### config.mk
export PLATFORM = sky130hd
export DESIGN_NAME = sw_rom_net
export DESIGN_NICKNAME = d
export VERILOG_FILES = /design/src/rtl/sw_rom_pkg.sv /design/src/rtl/rom_crc_gen.sv /design/src/rtl/rom_id_sel.sv /design/src/rtl/rom_net_fsm.sv /design/src/rtl/sw_rom_net.sv
export SDC_FILE = /design/constraint.sdc
export NUM_CORES = 1
export LEC_CHECK = 0
export ABC_CLOCK_PERIOD_IN_PS = 2800
export CAP_MARGIN = 5
export CORE_MARGIN = 2
export CORE_UTILIZATION = 30
export CTS_CLUSTER_SIZE = 20
export DETAILED_ROUTE_END_ITERATION = 10
export DONT_BUFFER_PORTS = 1
export GPL_TIMING_DRIVEN = 0
export MAX_ROUTING_LAYER = met4
export SYNTH_ARGS = -nofsm -noshare
export SYNTH_HDL_FRONTEND = slang
export SYNTH_HIERARCHICAL = 1
export SYNTH_SLANG_ARGS = --single-unit
### constraint.sdc
create_clock -name clk -period 2.8 [get_ports clk]
set_input_delay 0.42 -clock clk [delete_from_list [all_inputs] [get_ports clk]]
set_output_delay 0.42 -clock clk [all_outputs]
set_load 0.02 [all_outputs]
### src/rtl/sw_rom_pkg.sv
package sw_rom_pkg;
    localparam int FAM_W  = 8;
    localparam int SER_W  = 48;
    localparam int CHK_W  = 8;
    localparam int ID_W   = FAM_W + SER_W + CHK_W;
    localparam int BODY_W = FAM_W + SER_W;
    localparam int IDX_W  = $clog2(ID_W);
    localparam int CMD_W  = 8;

    // reflected form of x^8 + x^5 + x^4 + 1
    localparam logic [CHK_W-1:0] CRC_POLY_REV = 8'h8C;

    localparam logic [CMD_W-1:0] OP_READ   = 8'h33;
    localparam logic [CMD_W-1:0] OP_MATCH  = 8'h55;
    localparam logic [CMD_W-1:0] OP_SEARCH = 8'hF0;
    localparam logic [CMD_W-1:0] OP_SKIP   = 8'hCC;

    typedef enum logic [2:0] {
        ST_IDLE, ST_CMD, ST_SEND, ST_MATCH,
        ST_S_TRUE, ST_S_COMP, ST_S_PICK, ST_GRANT
    } net_state_e;

    typedef struct packed {
        net_state_e         st;
        logic [IDX_W-1:0]   idx;
        logic [CMD_W-1:0]   cmd;
    } net_ctx_t;

    function automatic logic [CHK_W-1:0] crc_step(input logic [CHK_W-1:0] c, input logic b);
        logic fb;
        fb = c[0] ^ b;
        return (c >> 1) ^ ({CHK_W{fb}} & CRC_POLY_REV);
    endfunction

    function automatic net_state_e decode_op(input logic [CMD_W-1:0] op);
        case (op)
            OP_READ:   return ST_SEND;
            OP_MATCH:  return ST_MATCH;
            OP_SEARCH: return ST_S_TRUE;
            OP_SKIP:   return ST_GRANT;
            default:   return ST_IDLE;
        endcase
    endfunction
endpackage

### src/rtl/rom_crc_gen.sv
module rom_crc_gen
    import sw_rom_pkg::*;
#(
    parameter int DATA_W = BODY_W
)(
    input  logic              clk,
    input  logic              rst,
    input  logic [DATA_W-1:0] data,
    output logic [CHK_W-1:0]  crc,
    output logic              ready
);
    localparam int CNT_W = $clog2(DATA_W + 1);
    localparam logic [CNT_W-1:0] DONE_POS = CNT_W'(DATA_W);

    logic [CNT_W-1:0] pos;

    always_ff @(posedge clk) begin
        if (rst) begin
            pos <= '0;
            crc <= '0;
        end else if (pos != DONE_POS) begin
            crc <= crc_step(crc, data[pos]);
            pos <= pos + 1'b1;
        end
    end

    assign ready = (pos == DONE_POS);
endmodule

### src/rtl/rom_id_sel.sv
module rom_id_sel
    import sw_rom_pkg::*;
(
    input  logic [FAM_W-1:0] family,
    input  logic [SER_W-1:0] serial,
    input  logic [CHK_W-1:0] crc,
    input  logic [IDX_W-1:0] idx,
    output logic             id_bit
);
    logic [ID_W-1:0] ident;

    // transmission order: family, serial, crc, each LSB first
    assign ident  = {crc, serial, family};
    assign id_bit = ident[idx];
endmodule

### src/rtl/rom_net_fsm.sv
module rom_net_fsm
    import sw_rom_pkg::*;
(
    input  logic             clk,
    input  logic             rst,
    input  logic             bus_reset,
    input  logic             slot_done,
    input  logic             slot_bit,
    input  logic             crc_ready,
    input  logic             id_bit,
    output logic [IDX_W-1:0] idx,
    output logic             tx_en,
    output logic             tx_bit,
    output logic             mem_grant
);
    localparam logic [IDX_W-1:0] CMD_LAST = IDX_W'(CMD_W - 1);
    localparam logic [IDX_W-1:0] ID_LAST  = IDX_W'(ID_W - 1);

    net_ctx_t cur, nxt;
    logic     slot_ok;

    assign slot_ok = slot_done && crc_ready;

    always_comb begin
        nxt = cur;
        if (bus_reset) begin
            nxt.st  = ST_CMD;
            nxt.idx = '0;
            nxt.cmd = '0;
        end else if (slot_ok) begin
            case (cur.st)
                ST_CMD: begin
                    nxt.cmd = {slot_bit, cur.cmd[CMD_W-1:1]};
                    if (cur.idx == CMD_LAST) begin
                        nxt.idx = '0;
                        nxt.st  = decode_op(nxt.cmd);
                    end else begin
                        nxt.idx = cur.idx + 1'b1;
                    end
                end
                ST_SEND: begin
                    if (cur.idx == ID_LAST) nxt.st = ST_GRANT;
                    else                    nxt.idx = cur.idx + 1'b1;
                end
                ST_MATCH: begin
                    if (slot_bit != id_bit)      nxt.st = ST_IDLE;
                    else if (cur.idx == ID_LAST) nxt.st = ST_GRANT;
                    else                         nxt.idx = cur.idx + 1'b1;
                end
                ST_S_TRUE: nxt.st = ST_S_COMP;
                ST_S_COMP: nxt.st = ST_S_PICK;
                ST_S_PICK: begin
                    if (slot_bit != id_bit)      nxt.st = ST_IDLE;
                    else if (cur.idx == ID_LAST) nxt.st = ST_GRANT;
                    else begin
                        nxt.idx = cur.idx + 1'b1;
                        nxt.st  = ST_S_TRUE;
                    end
                end
                default: ;
            endcase
        end
    end

    always_ff @(posedge clk) begin
        if (rst) begin
            cur.st  <= ST_IDLE;
            cur.idx <= '0;
            cur.cmd <= '0;
        end else begin
            cur <= nxt;
        end
    end

    assign idx       = cur.idx;
    assign tx_en     = (cur.st == ST_SEND) || (cur.st == ST_S_TRUE) || (cur.st == ST_S_COMP);
    assign tx_bit    = !tx_en ? 1'b1 : ((cur.st == ST_S_COMP) ? ~id_bit : id_bit);
    assign mem_grant = (cur.st == ST_GRANT);
endmodule

### src/rtl/sw_rom_net.sv
module sw_rom_net
    import sw_rom_pkg::*;
#(
    parameter logic [FAM_W-1:0] FAMILY_CODE = 8'h3A,
    parameter logic [SER_W-1:0] SERIAL_NUM  = 48'h0000_5E1D_93C4
)(
    input  logic clk,
    input  logic rst,
    input  logic bus_reset,
    input  logic slot_done,
    input  logic slot_bit,
    output logic tx_en,
    output logic tx_bit,
    output logic mem_grant
);
    logic [CHK_W-1:0] crc;
    logic             crc_ready;
    logic [IDX_W-1:0] idx;
    logic             id_bit;

    rom_crc_gen #(.DATA_W(BODY_W)) u_crc (
        .clk   (clk),
        .rst   (rst),
        .data  ({SERIAL_NUM, FAMILY_CODE}),
        .crc   (crc),
        .ready (crc_ready)
    );

    rom_id_sel u_sel (
        .family (FAMILY_CODE),
        .serial (SERIAL_NUM),
        .crc    (crc),
        .idx    (idx),
        .id_bit (id_bit)
    );

    rom_net_fsm u_fsm (
        .clk       (clk),
        .rst       (rst),
        .bus_reset (bus_reset),
        .slot_done (slot_done),
        .slot_bit  (slot_bit),
        .crc_ready (crc_ready),
        .id_bit    (id_bit),
        .idx       (idx),
        .tx_en     (tx_en),
        .tx_bit    (tx_bit),
        .mem_grant (mem_grant)
    );
endmodule

After elaboration in Yosys (flattened, before gate mapping)
Memories as Yosys holds them, arrays and structs flattened. A register that Yosys moved wholly into a read port is not among the register bits.
Cells that the tools add are included.

word-level totals
  register bits after elaboration = 31
  ROM bits = 64
  output and inout port bits = 3
  memories = 1

cells by class
  $add $sub $neg = 2
  magnitude comparators = 2
  eq/ne operators = 19
  mux-type cells = 21
  bitwise operators = 3
  reduce and logical (&&, ||, !) cells = 13

memory list
  memory            words  bits a word  read ports  clocked after Yosys merged registers in  write ports  line               RTL
  (name not given)  64     1            1           1                                        0            rom_crc_gen.sv:22  crc <= crc_step(crc, data[pos]);

operator list
  operator                                                              number
  15-bit 2-to-1 mux                                                     2
  6-bit 2-to-1 mux                                                      5
  3-bit one-hot mux with 6 select lines                                 1
  6-bit one-hot mux with 3 select lines                                 1
  8-bit == test, second input constant                                  2
  6-bit by 7-bit < comparator with 1-bit output, second input constant  2
  6-bit by 1-bit adder with 6-bit output, second input constant         2
  3-bit == test, second input constant                                  4
  6-bit == test, second input constant                                  2
  3-bit 2-to-1 mux                                                      4
  3-bit one-hot mux with 4 select lines                                 1
  3-bit AND reduction                                                   3
  8-bit by 6-bit == test with 1-bit output, second input constant       1
  8-bit by 7-bit == test with 1-bit output, second input constant       1
  8-bit 2-to-1 mux                                                      1
  7-bit by 8-bit XOR with 8-bit output                                  1
  7-bit nonzero test                                                    1
  1-bit binary-select mux with 6-bit select                             1
  3-bit by 2-bit == test with 1-bit output, second input constant       2
  6-bit by 3-bit == test with 1-bit output, second input constant       1
  6-bit != test, second input constant                                  1
  6-bit nonzero test                                                    1
  1-bit 2-to-1 mux                                                      4
  2-bit OR reduction                                                    2
  13 further kinds                                                      14

Longest topological paths before layout
  depth in word-level cells = 7
  gate-level depth with buffers = 14

By module
The synthesis kept the hierarchy.

by module, submodules not included
  module       instances  cells an instance  area an instance (sq um)
  rom_crc_gen  1          127                1202.4
  rom_net_fsm  1          141                1071.0
  rom_id_sel   1          62                 600.6
  sw_rom_net   1          2                  7.5

Least setup slack after synthesis
OpenSTA, ideal clock, no wires.

  path type = register to register
  start = register u_crc.pos[0]
  end = register (tool-made name)
  arrival = 2.866 ns
  setup slack = -0.136 ns
  cell stages (with the launch flop) = 15
  path buffers = 4
  period minus slack after synthesis = 2.936 ns
  cell sequence = dfxtp_1 > buf_6 > buf_2 > inv_1 > ha_1 > nand2_1 > or3_1 > inv_1 > clkbuf_1 > nand4b_2 > a221oi_2 > a211oi_2 > buf_6 > or3b_1 > a21oi_1

RTL lines
  what                    line               RTL
  from (decl)             rom_crc_gen.sv:15  logic [CNT_W-1:0] pos;
  from (signal assigned)  rom_crc_gen.sv:23  pos <= pos + 1'b1;

==> run_results.csv <==
group,metric,value,unit
power_and_ir_drop,clkPwrFrac,35.0,%
route,first_iter_violations,105,
power_and_ir_drop,netSwitchingFraction,27.5,%
power_and_ir_drop,peakVddDrop,0.225,mV
timing,setup_ws,-52.3,ps
logic_synthesis,synth_compound_area_share,19.9,%
grt,grt_pass1_vias,2555,
worst_hold_path,hp-start,"rst",
timing,fmax,351,MHz
setup_path,critPathLaunch,"u_fsm/idx[0]",
floorplan,io_pins,8,
finish,drive_above_1_share,17.4,%
placed_design,place_area,3460,um2
setup_path,worst-setup-path-type,"flip-flop to flip-flop",
finish,final_nets,462,
logic_synthesis,synth_mux_area_share,26.3,%
floorplan,core_region_area,9280,um2
power_and_ir_drop,seq_power_share,44.8,%
finish,stdcell_count,584,
clock_tree,clkSlewWorstSetupHoldPaths,70,ps
route,routedWlPerCell,11.4,um
clock_tree,clockBufferDepth,2,
placed_design,routabilityCongestion,0.880,
setup_path,worstPathMaxFanout,7,
logic_synthesis,synth_top_family_by_area,"multiplexers",
logic_synthesis,synth_seq_cells,30,
route,route.vias.total,2772,
setup_path,critPathCaptureType,"flip-flop",
power_and_ir_drop,power_leakage,1.44,nW
route,drc,0,
clock_tree,cts_buffers,5,
timing,fin_worst_skew,5.79,ps
floorplan,initial_core_util,31.0,%
timing,finalCritPeriodShare,102,%
power_and_ir_drop,switchingPower,284,uW
route,top_layer,"met4",
power_and_ir_drop,power.internal,749,uW
run_status,failed_checks,"setup timing",
grt,overflow,0,
setup_path,timing.rr.start,"u_fsm/idx[0]",
timing,finalMaxSlewViolations,0,
logic_synthesis,seq_area_frac_synth,20.8,%
power_and_ir_drop,p_comb_share,20.2,%
logic_synthesis,async_reset_ff_share,0,%
clock_tree,clock_latency,280,ps
finish,multiInputGateArea,2580,um2
logic_synthesis,synth-edff-count,0,
logic_synthesis,synth_fa_ha_area_share,1.30,%
placed_design,dpl.hpwl,4.96,mm
route,met3_length,267,um
placed_design,io_buffers,0,
clock_tree,clockRootBuffer,"clkbuf_8",
clock_tree,clock-sinks,30,
timing,finalSetupViolCount,2,
route,wl_met1,3.04,mm
logic_synthesis,synthesis.area,2880,um2
finish,fillers,1012,
logic_synthesis,yosysWarnings,6,
floorplan,chipWidth,102,um
finish,area_growth,30.0,%
power_and_ir_drop,power-per-cell-area,276,nW/um2
timing,rsz0062_at_grt,"true",
placed_design,dp_cells,571,
timing,setup_tns,-60.0,ps
logic_synthesis,ys.flop_type,"dfxtp_1",
finish,register_area,609,um2
timing,finalCriticalPeriod,2850,ps
logic_synthesis,synth_cells,332,
setup_path,cp.required,3020,ps
grt,grt_pass1_wl,11.4,mm
route,ant_nets,0,
job,drv_cap,0,
finish,design_area,3740,um2
logic_synthesis,synth_xor_area_share,2.13,%
logic_synthesis,yosys.area_share.simple,22.2,%
logic_synthesis,syn_avg_cell_area,8.68,um2
route,wl_met2,3.31,mm
clock_tree,htree_num_levels,2,
floorplan,die_area,10400,um2
floorplan,dieHeight,102,um
setup_path,arrival,3070,ps
worst_hold_path,hold_path.class,"primary input to flip-flop",
logic_synthesis,synth_cell_types,57,
grt,grt_antenna_before_repair,0,
finish,antenna_cells,0,
route,firstDrtPassIters,4,
grt,grtUsageTotal,13.8,%
floorplan,rows,35,
placed_design,pre_cts_ws,-528,ps
route,via_per_inst,4.75,
timing,hold_viol_final,0,
timing,worstMarginPinSlew,670,ps
grt,grt_max_degree,20,
run_status,outcome,"finished with violations",
setup_path,crit_path_start_kind,"flip-flop",
route,totalWireLength,6.67,mm
timing,max_slew_margin,54.9,%
clock_tree,cts_tree,"yes",
## cell type report
type	count	share of cell area, %
Multi-Input combinational cell	372	69.0
Sequential cell	30	16.3
Tap cell	129	4.31
Buffer	21	4.21
Timing Repair Buffer	12	2.51
Clock buffer	6	2.21
Inverter	12	1.20
Clock inverter	2	0.334
## power by group through the flow
stage | sequential (mW) | clock, mW | combinational (mW)
after floorplan | 0.463 | 0 | 0.175
after global placement | 0.468 | 0 | 0.199
after detailed placement | 0.469 | 0 | 0.202
after CTS | 0.463 | 0.374 | 0.202
after global routing | 0.466 | 0.392 | 0.233
final | 0.463 | 0.362 | 0.208
## per-stage QoR
stage | total power [mW] | utilization, % | hold slack (ps)
finish | 1.03 | 40.3 | 198
global route | 1.09 | 40.3 | 184
CTS | 1.04 | 39.9 | 192
detailed placement | 0.671 | 37.2 | 459
global placement | 0.666 | 37.2 | 451
floorplan | 0.639 | - | 442
## worst paths after layout
path	end	slack [ps]	depth (start not counted)
setup / recovery	flip-flop	-50	12
hold / removal	u_crc/crc[7]	200	1
setup reg to reg	flip-flop	-50	12
hold reg to reg	u_crc/crc[6]	470	2
## timing repair
action	4_1_cts	5_1_grt
resized for setup	26	10
pin swaps	14	7
setup buffers	10	2
cloned	0	0
hold buffers	0	0
setup endpoints to repair	17	7
## cells in the final DEF (no fill, tap or decap), types with 11 or more instances in the layout
cell type	Yosys	layout
inv_1	12	11
a21oi_1	29	27
nand2_1	41	39
o21ai_0	23	22
mux4_2	14	14
buf_4	6	14
nor2_1	19	19
conb_1	2	112
dfxtp_1	30	25
## critical path: stages, from the launching register on
cell and delay (ps):
dfxtp_4 360, buf_12 140, mux4_2 330, inv_2 40, a221oi_4 300, a211oi_4 70, a211oi_4 390, xor2_2 140
a221oi_2 210, a211oi_2 70, buf_4 150, or4_4 470, a21oi_2 120
## cells by family after synthesis
| group | after synthesis |
|---|---|
| muxes | 41 |
| and+or+nand+nor | 121 |
| AOI/OAI and AO/OA | 88 |
| adders and majority gates | 3 |
| xor gates and xnor gates | 7 |
| buffers and inverters | 40 |
| other | 2 |
| DFF | 30 |
## cell usage after synthesis (all sizes together), types with 3 or more instances
master / instances / share of area, %
nand2b: 4 / 0.87
mux2: 7 / 2.7
xnor2: 4 / 1.2
a211oi: 7 / 2.8
xor2: 3 / 0.91
mux2i: 10 / 3.5
and3: 9 / 2.1
inv: 12 / 1.6
clkbuf: 11 / 1.4
nand2: 41 / 5.3
buf: 17 / 4.1
nor3: 6 / 1.0
a221oi: 3 / 1.3
ha: 3 / 1.3
nor2: 20 / 2.7
nor2b: 4 / 0.87
nor4bb: 7 / 2.4
dfxtp: 30 / 21
o211ai: 4 / 1.0
nor4: 4 / 0.87
a31oi: 5 / 1.1
nand3: 9 / 1.6
o21ai: 24 / 4.2
a21oi: 29 / 5.0
or3: 7 / 1.5
a22oi: 3 / 0.78
mux4: 24 / 20
## metal layers
layer  vias to the layer above  track usage [%]
li1                       1396                -
met1                      1300             17.1
met2                        68             23.5
met3                         8             2.19
met4                         0             3.28
met5                         -                -
Note: power is estimated with default switching activity, not from simulation.
